File: src/rtl/msicap_pkg.sv
package msicap_pkg;
   localparam int          QSIZE_W   = 11;
   localparam int          CNT_W     = QSIZE_W + 1;
   localparam int          MAX_VEC   = 1 << QSIZE_W;
   localparam logic [7:0]  CAP_ID    = 8'h11;
   localparam int          CAP_DWORDS = 3;
   localparam int          CTRL_LANE = 3;
   localparam int          EN_POS    = 7;
   localparam int          MASK_POS  = 6;

   typedef struct packed {
      logic en;
      logic mask;
   } ctrl_t;

   typedef struct packed {
      logic bad_count;
      logic bad_space;
   } fault_t;
endpackage

File: src/rtl/msicap_layout.sv
module msicap_layout
   import msicap_pkg::*;
#(
   parameter int ADDR_W     = 32,
   parameter int PAGE_BYTES = 4096,
   parameter int BIR_W      = 3
) (
   input  logic [CNT_W-1:0]  vec_count,
   input  logic [BIR_W-1:0]  bar_idx,
   input  logic [ADDR_W-1:0] orig_size,
   output logic [ADDR_W:0]   grown_size,
   output logic [ADDR_W-1:0] tbl_reg,
   output logic [ADDR_W-1:0] pba_reg,
   output fault_t            fault
);
   localparam logic [ADDR_W:0]   PAGE_W  = (ADDR_W+1)'(PAGE_BYTES);
   localparam logic [ADDR_W-1:0] PAGE_N  = ADDR_W'(PAGE_BYTES);
   localparam logic [ADDR_W-1:0] HALF_PG = ADDR_W'(PAGE_BYTES / 2);
   localparam logic [ADDR_W-1:0] LIMIT   = {1'b1, {(ADDR_W-1){1'b0}}};
   localparam logic [CNT_W-1:0]  MAXC    = CNT_W'(MAX_VEC);

   if ((PAGE_BYTES & (PAGE_BYTES - 1)) != 0) begin : g_bad_page
      $error("PAGE_BYTES must be a power of two");
   end
   if ((1 << BIR_W) > PAGE_BYTES / 2) begin : g_bad_bir
      $error("BIR_W too wide for page alignment");
   end
   if (ADDR_W < 16) begin : g_bad_addr
      $error("ADDR_W too small");
   end

   logic                  is_zero;
   logic                  is_small;
   logic [ADDR_W-1:0]     rounded;
   logic [ADDR_W-1:0]     idx_ext;

   assign is_zero  = (orig_size == '0);
   assign is_small = !is_zero && (orig_size < PAGE_N);
   assign idx_ext  = ADDR_W'(bar_idx);

   always_comb begin
      if (is_zero) begin
         rounded    = '0;
         grown_size = PAGE_W;
      end else if (is_small) begin
         rounded    = PAGE_N;
         grown_size = PAGE_W << 1;
      end else begin
         rounded    = orig_size;
         grown_size = {orig_size, 1'b0};
      end
   end

   assign tbl_reg = rounded | idx_ext;
   assign pba_reg = (rounded + HALF_PG) | idx_ext;

   assign fault.bad_count = (vec_count == '0) || (vec_count > MAXC);
   assign fault.bad_space = (orig_size > LIMIT);
endmodule

File: src/rtl/msicap_rescan.sv
module msicap_rescan
   import msicap_pkg::*;
(
   input  logic  clk,
   input  logic  rst_n,
   input  logic  ctrl_hit,
   input  ctrl_t ctrl_next,
   output logic  rescan,
   output logic  intx_clr
);
   logic rescan_q;
   logic intx_q;

   always_ff @(posedge clk) begin
      if (!rst_n) begin
         rescan_q <= 1'b0;
         intx_q   <= 1'b0;
      end else begin
         intx_q   <= ctrl_hit && ctrl_next.en;
         rescan_q <= ctrl_hit && ctrl_next.en && !ctrl_next.mask;
      end
   end

   assign rescan   = rescan_q;
   assign intx_clr = intx_q;
endmodule

File: src/rtl/msicap_cfgport.sv
module msicap_cfgport
   import msicap_pkg::*;
#(
   parameter int ADDR_W = 32
) (
   input  logic              clk,
   input  logic              rst_n,
   input  logic              cap_ok,
   input  logic [CNT_W-1:0]  vec_count,
   input  logic [ADDR_W-1:0] tbl_reg,
   input  logic [ADDR_W-1:0] pba_reg,
   input  logic              cfg_wr,
   input  logic [1:0]        cfg_dw,
   input  logic [3:0]        cfg_be,
   input  logic [31:0]       cfg_wdata,
   output logic [31:0]       cfg_rdata,
   output ctrl_t             ctrl,
   output logic              ctrl_hit,
   output ctrl_t             ctrl_next
);
   if (ADDR_W > 32) begin : g_bad_w
      $error("offset registers are one dword");
   end

   ctrl_t             ctrl_q;
   logic [QSIZE_W-1:0] qsize;
   logic [31:0]       dword [CAP_DWORDS];
   logic [3:0][7:0]   lane_rd;
   logic [31:0]       sel;

   assign qsize = QSIZE_W'(vec_count - CNT_W'(1));

   assign ctrl_hit = cfg_wr && cap_ok && (cfg_dw == 2'd0) && cfg_be[CTRL_LANE];
   assign ctrl_next.en   = cfg_wdata[8*CTRL_LANE + EN_POS];
   assign ctrl_next.mask = cfg_wdata[8*CTRL_LANE + MASK_POS];

   always_ff @(posedge clk) begin
      if (!rst_n) begin
         ctrl_q <= '0;
      end else if (ctrl_hit) begin
         ctrl_q <= ctrl_next;
      end
   end

   assign dword[0] = {ctrl_q.en, ctrl_q.mask, {(16-QSIZE_W-2){1'b0}}, qsize, 8'h00, CAP_ID};
   assign dword[1] = 32'(tbl_reg);
   assign dword[2] = 32'(pba_reg);

   always_comb begin
      sel = '0;
      for (int i = 0; i < CAP_DWORDS; i++) begin
         if (cfg_dw == 2'(i)) sel = dword[i];
      end
   end

   for (genvar b = 0; b < 4; b++) begin : g_lane
      assign lane_rd[b] = cap_ok ? sel[8*b +: 8] : 8'h00;
   end

   assign cfg_rdata = lane_rd;
   assign ctrl      = ctrl_q;
endmodule

File: src/rtl/msicap_top.sv
module msicap_top
   import msicap_pkg::*;
#(
   parameter int ADDR_W     = 32,
   parameter int PAGE_BYTES = 4096,
   parameter int BIR_W      = 3
) (
   input  logic              clk,
   input  logic              rst_n,
   input  logic [CNT_W-1:0]  strap_vec_count,
   input  logic [BIR_W-1:0]  strap_bar_idx,
   input  logic [ADDR_W-1:0] strap_bar_size,
   input  logic              cfg_wr,
   input  logic [1:0]        cfg_dw,
   input  logic [3:0]        cfg_be,
   input  logic [31:0]       cfg_wdata,
   output logic [31:0]       cfg_rdata,
   output logic [ADDR_W:0]   bar_size_o,
   output logic [ADDR_W-1:0] tbl_off_o,
   output logic [ADDR_W-1:0] pba_off_o,
   output logic              vec_en_o,
   output logic              fn_mask_o,
   output logic              cap_present_o,
   output logic              cfg_err_o,
   output logic              rescan_o,
   output logic              intx_clr_o
);
   logic [CNT_W-1:0]  cnt_q;
   logic [BIR_W-1:0]  idx_q;
   logic [ADDR_W-1:0] size_q;

   always_ff @(posedge clk) begin
      if (!rst_n) begin
         cnt_q  <= strap_vec_count;
         idx_q  <= strap_bar_idx;
         size_q <= strap_bar_size;
      end
   end

   logic [ADDR_W:0]   grown;
   logic [ADDR_W-1:0] tbl_reg;
   logic [ADDR_W-1:0] pba_reg;
   fault_t            fault;
   logic              cap_ok;

   msicap_layout #(
      .ADDR_W    (ADDR_W),
      .PAGE_BYTES(PAGE_BYTES),
      .BIR_W     (BIR_W)
   ) u_layout (
      .vec_count (cnt_q),
      .bar_idx   (idx_q),
      .orig_size (size_q),
      .grown_size(grown),
      .tbl_reg   (tbl_reg),
      .pba_reg   (pba_reg),
      .fault     (fault)
   );

   assign cap_ok = !(fault.bad_count || fault.bad_space);

   ctrl_t ctrl;
   ctrl_t ctrl_next;
   logic  ctrl_hit;

   msicap_cfgport #(.ADDR_W(ADDR_W)) u_cfg (
      .clk      (clk),
      .rst_n    (rst_n),
      .cap_ok   (cap_ok),
      .vec_count(cnt_q),
      .tbl_reg  (tbl_reg),
      .pba_reg  (pba_reg),
      .cfg_wr   (cfg_wr),
      .cfg_dw   (cfg_dw),
      .cfg_be   (cfg_be),
      .cfg_wdata(cfg_wdata),
      .cfg_rdata(cfg_rdata),
      .ctrl     (ctrl),
      .ctrl_hit (ctrl_hit),
      .ctrl_next(ctrl_next)
   );

   msicap_rescan u_rescan (
      .clk      (clk),
      .rst_n    (rst_n),
      .ctrl_hit (ctrl_hit),
      .ctrl_next(ctrl_next),
      .rescan   (rescan_o),
      .intx_clr (intx_clr_o)
   );

   assign bar_size_o    = cap_ok ? grown   : '0;
   assign tbl_off_o     = cap_ok ? tbl_reg : '0;
   assign pba_off_o     = cap_ok ? pba_reg : '0;
   assign vec_en_o      = ctrl.en;
   assign fn_mask_o     = ctrl.mask;
   assign cap_present_o = cap_ok;
   assign cfg_err_o     = !cap_ok;
endmodule

File: config.mk
export PLATFORM = sky130hd
export DESIGN_NAME = msicap_top
export DESIGN_NICKNAME = d
export VERILOG_FILES = /design/src/rtl/msicap_pkg.sv /design/src/rtl/msicap_layout.sv /design/src/rtl/msicap_rescan.sv /design/src/rtl/msicap_cfgport.sv /design/src/rtl/msicap_top.sv
export SDC_FILE = /design/constraint.sdc
export NUM_CORES = 1
export LEC_CHECK = 0
export ABC_AREA = 0
export BUFFER_PORTS_ARGS = -buffer_cell sky130_fd_sc_hd__buf_2
export CAP_MARGIN = 5
export CORE_MARGIN = 2
export CORE_UTILIZATION = 25
export CTS_CLUSTER_SIZE = 20
export DETAILED_ROUTE_END_ITERATION = 6
export GPL_ROUTABILITY_DRIVEN = 1
export SLEW_MARGIN = 25
export SYNTH_ARGS = -nofsm -noshare
export SYNTH_HDL_FRONTEND = slang
export SYNTH_SLANG_ARGS = --single-unit
File: constraint.sdc
create_clock -name clk -period 3.15 [get_ports clk]
set_input_delay 0.63 -clock clk [delete_from_list [all_inputs] [get_ports clk]]
set_output_delay 0.63 -clock clk [all_outputs]
set_load 0.02 [all_outputs]
Yosys cells after proc, flatten, opt, wreduce, memory -nomap -nowiden
Index checks and enable logic that the tools add are counted.

Register bits after elaboration: 51. Input bits: 88. Output and inout bits: 135.

Add/sub/neg operators: 2. Order comparisons: 3. Eq/ne operators: 2. Muxes and demuxes: 14. Bitwise gates (word level): 2. Reduce and logical (&&, ||, !) cells: 14.

Operators by type and width (number): 32-bit 2-to-1 mux (7); 33-bit 2-to-1 mux (3); 32-bit by 3-bit OR with 32-bit output (2); 32-bit by 12-bit adder with 32-bit output, second input constant (1); 32-bit greater-than comparator, second input constant (1); 32-bit zero test (1); 32-bit by 13-bit < comparator with 1-bit output, second input constant (1); 8-bit 2-to-1 mux (4); 12-bit greater-than comparator, second input constant (1); 12-bit zero test (1); 11-bit by 1-bit subtractor with 11-bit output, second input constant (1); 1-bit logical AND (6); 1-bit zero test (3); 2-bit by 1-bit == test with 1-bit output, second input constant (1); 2-bit == test, second input constant (1); 2-bit zero test (1); 1-bit logical OR (2).

Depth between registers and ports, before layout
Depth in word-level cells: 9. Gate-level depth with buffers: 11. Mapped depth without buffers: 10.

By module
A second synthesis with hierarchy kept.

Cell total of the unflattened synthesis: 464. Area total of the unflattened synthesis: 4247.8 um^2.

Modules (own cells, without submodules): msicap_top (times used 1, cells each 169, area an instance 2346.0 um^2); msicap_layout (times used 1, cells each 154, area an instance 999.7 um^2); msicap_cfgport (times used 1, cells each 137, area an instance 845.8 um^2); msicap_rescan (times used 1, cells each 4, area an instance 56.3 um^2).

Worst setup path after synthesis
OpenSTA, ideal clock, no wires.

Kind: register -> output. Start point: reg size_q[20]. End point: out cfg_rdata[29]. Arrival: 3.173 ns. Required time: 2.520 ns. Path slack: -0.653 ns. Cell stages (with the launch flop): 11. Buffers on the path: 1. Cell sequence: edfxtp_1 clkbuf_1 nor4_1 nand4_1 o31ai_1 ha_1 nand4_1 nor3_1 nand4_1 o21ba_2 a311oi_1.

Word-level cells in the longest chain between the ends: 9.

Ends and longest elaborated chain: start: declaration (RTL line msicap_top.sv:30) `logic [ADDR_W-1:0] size_q;`; start signal: assignment (RTL line msicap_top.sv:36) `size_q <= strap_bar_size;`; branches (longest 8 deep; another with 32-bit by 13-bit < comparator with 1-bit output); 8-bit 2-to-1 mux * (RTL line msicap_cfgport.sv:57) `assign lane_rd[b] = cap_ok ? sel[8*b +: 8] : 8'h00;`; end: declaration (RTL line msicap_top.sv:17) `output logic [31:0] cfg_rdata,`.

Mark *: on every way between the ends.

Worst setup path in the final report
Same ends and word-level chain as after synthesis.

==> results.py <==
metrics = {
    "clock_network": {
        "cts_root_buf": "clkbuf_16",
        "clkTransAtPathRegs_ns": 0.07,
        "cts.path.max_buffers": 2,
        "cts_made_buffers": 5,
        "cts_tree": "done",
        "clk_latency_ns": 0.29,
        "cts_hold_buf": 0,
        "htree_levels": 2,
        "clock-sinks": 51,
    },
    "die": {
        "dieWidth_microns": 126,
        "initial_core_util": 0.255,
        "coreArea_sq_um": 14500,
        "dieHeight_microns": 126,
        "die_area_sq_um": 15800,
        "rows": 44,
        "ios": 223,
    },
    "timing": {
        "finalCritPeriodShare": 1.18,
        "worst_pin_slew_ns": 0.661,
        "hold_viol": 0,
        "max_slew_margin": 0.559,
        "skew_ns": 0.00435,
        "max_freq_ghz": 0.270,
        "setup_viol": 129,
        "rsz0062_at_grt": "true",
        "slew_viol_final": 0,
        "finalCriticalPeriod_ns": 3.71,
        "setup_ws_ns": -0.560,
    },
    "critical_path": {
        "slowest_delay_ns": 0.44,
        "end_kind": "output port",
        "cp_slowest_cell": "edfxtp_1",
        "critPathRequiredTime_ns": 2.52,
        "worstPathMaxFanout": 4,
        "worstPathArrival_ns": 3.08,
        "critPathKind": "flop to output port",
        "timing.critical_path.mode_cell": "nand4_1",
        "path_cells": "nor4_2 > nand4_1 > o31ai_4 > ha_2 > nand4_1 > buf_6 > nor3_4 > nand4_1 > o21ba_2 > a311oi_4 > buf_6",
        "worstSetupStartpointType": "flop",
    },
    "logic_synthesis": {
        "ys_async_sr_fraction": 0,
        "synth-xor-area-share": 0.0569,
        "yosysSeqAreaShare": 0.404,
        "ys_warn_count": 0,
        "synth_seq_cells": 51,
        "synth_edf_count": 47,
        "syn_nets": 504,
        "synth_top_family_by_area": "simple AND/OR/NAND/NOR gates",
        "synth.distinct_cells": 51,
        "yosys.area_share.simple": 0.268,
        "synthAdderAreaFrac": 0.00678,
        "synth.area.mux_share": 0.0108,
        "syn_area_sq_um": 3690,
        "ys.flop_type": "edfxtp_1",
        "synth-compound-area-share": 0.118,
        "syn-mean-instance-area_sq_um": 8.92,
        "synthCells": 414,
    },
    "final_layout": {
        "area_growth_pct": 96.0,
        "final_util": 0.500,
        "fin_nets": 737,
        "final_common_cell": "buf_6",
        "final_cell_mix": "buf_6, buf_4, buf_2",
        "layout-drive-gt1-share": 0.657,
        "diodes": 0,
        "fin_area_sq_um": 7230,
        "fill_cells": 1266,
    },
    "place": {
        "hpwl_mm": 10.5,
        "routabilityCongestion": 0.851,
        "io_buffer_count": 188,
        "place_area_sq_um": 5090,
    },
    "drt": {
        "drt_pass1_iterations": 4,
        "wirelength_mm": 16.1,
        "via_per_inst": 4.99,
        "dr_total_vias": 4153,
        "wl_per_cell_microns": 19.4,
        "drt-initial-drc-count": 182,
        "ant_nets": 0,
        "drc": 0,
    },
    "global_route": {
        "grt_pass1_wl_mm": 24.1,
        "track_usage": 0.196,
        "grt_util_met1": 0.261,
        "met3_usage": 0.0381,
        "grt-ovfl-total": 0,
        "grt_pass1_vias": 4215,
        "grt_max_degree": 48,
        "grt_busiest_layer": "met2",
        "grt_use_met2": 0.333,
        "antenna_found_initial": 0,
    },
    "pwr": {
        "p_total_mw": 2.55,
        "power_density_nw_per_um2": 353,
        "p_leak_nw": 3.00,
        "max-vdd-ir-drop_uv": 227,
    },
    "run_status": {
        "status": "complete, but fails checks",
        "violations": "setup timing",
    },
    "min_path": {
        "holdCritPathClass": "flop to flop",
    },
    "job": {
        "max-cap-violations": 0,
    },
}
-- report_power, final --
| group | internal [mW] | switching, mW | total (mW) | leakage, nW |
|---|---|---|---|---|
| clock network | 0.456 | 0.269 | 0.725 | 0.0900 |
| logic | 0.479 | 0.515 | 0.995 | 2.42 |
| registers | 0.796 | 0.0382 | 0.834 | 0.492 |
-- critical path: cells and delay by family (launching register included) --
family	cells	cell delay, ns
AND/OR/NAND/NOR	5	1.02
flip-flops	1	0.44
buffers and inverters	2	0.31
adder cells (fa/ha/maj)	1	0.23
AO/OA/AOI/OAI	3	0.79
-- routing by layer --
| metal | up-vias | part of all wire |
|---|---|---|
| li1 | 1914 | - |
| met1 | 2024 | 0.42 |
| met2 | 200 | 0.51 |
| met3 | 15 | 0.061 |
| met4 | 0 | 0.011 |
| met5 | - | 0 |
-- worst paths after layout --
kind	startpoint	end	slack (ns)	depth (start not counted)
setup / recovery	size_q[20]	cfg_rdata[29]	-0.56	11
hold / removal	u_cfg.ctrl[1]	u_cfg.ctrl[1]	0.50	2
hold reg to reg	u_cfg.ctrl[1]	u_cfg.ctrl[1]	0.50	2
setup reg to reg	cnt_q[0]	u_rescan.rescan	0.41	13
-- metrics by stage --
stage                     TNS, ns  instances  setup WS (ns)  hold WS [ns]
after floorplan            -0.246        414         -0.103         0.546
after global placement      -2.78        787         -0.334         0.475
after detailed placement    -3.03        787         -0.342         0.481
after CTS                  -22.71        826         -0.561         0.493
after global routing       -43.55        832         -0.710         0.496
final                      -28.46        832         -0.560         0.498
-- logic make-up (layout without fill, tap and decap cells) --
| group | count (synthesis) | count (layout) |
|---|---|---|
| multiplexers | 4 | 4 |
| other | 1 | 1 |
| XOR/XNOR | 24 | 24 |
| flip-flops | 51 | 51 |
| AO/OA/AOI/OAI | 68 | 68 |
| buffers and inverters | 84 | 318 |
| adder cells (fa/ha/maj) | 2 | 2 |
| AND/OR/NAND/NOR | 180 | 180 |
-- final cells by class --
class                      count  area (sq um)  share of cell area
timing repair buffer         297          2810               0.389
clock inverter                 3          67.6             0.00934
clock buffer                   5           125              0.0173
sequential                    51          1490               0.206
inverter                      13          52.6             0.00727
tap                          184           230              0.0318
multi-input combinational    279          2450               0.339
-- sequential cells by signal (all words and copies together), names as in the netlist --
signal             flops
cnt_q                 12
idx_q                  3
size_q                32
u_cfg.ctrl             2
u_rescan.intx_clr      1
u_rescan.rescan        1
-- timing repair --
item,in CTS,in global routing
setup buffers,21,13
gates cloned,10,0
gates resized for setup,355,80
pin swaps,43,39
setup endpoints to repair,130,130
-- cell usage after synthesis (4+ instances only) --
cell      count  area (sq um)
a21oi_1      21           105
a31oi_1       9          56.3
and2_4       10          87.6
and3_1       30           188
and4_1        4          35.0
buf_2        10          50.1
buf_4        40           300
clkbuf_1     19          71.3
dfxtp_1       4          80.1
edfxtp_1     47          1410
inv_1        13          48.8
mux2i_1       4          40.0
nand2_1      28           105
nand2b_1      6          37.5
nand3_1      10          50.1
nand4_1       8          50.1
nor2_1       41           154
nor3_1       12          60.1
nor4_1       12          75.1
o21ai_0      13          65.1
or4_1         4          30.0
xnor2_1      12           105
xor2_1       12           105
No activity file was read; power rests on OpenSTA's default activity.
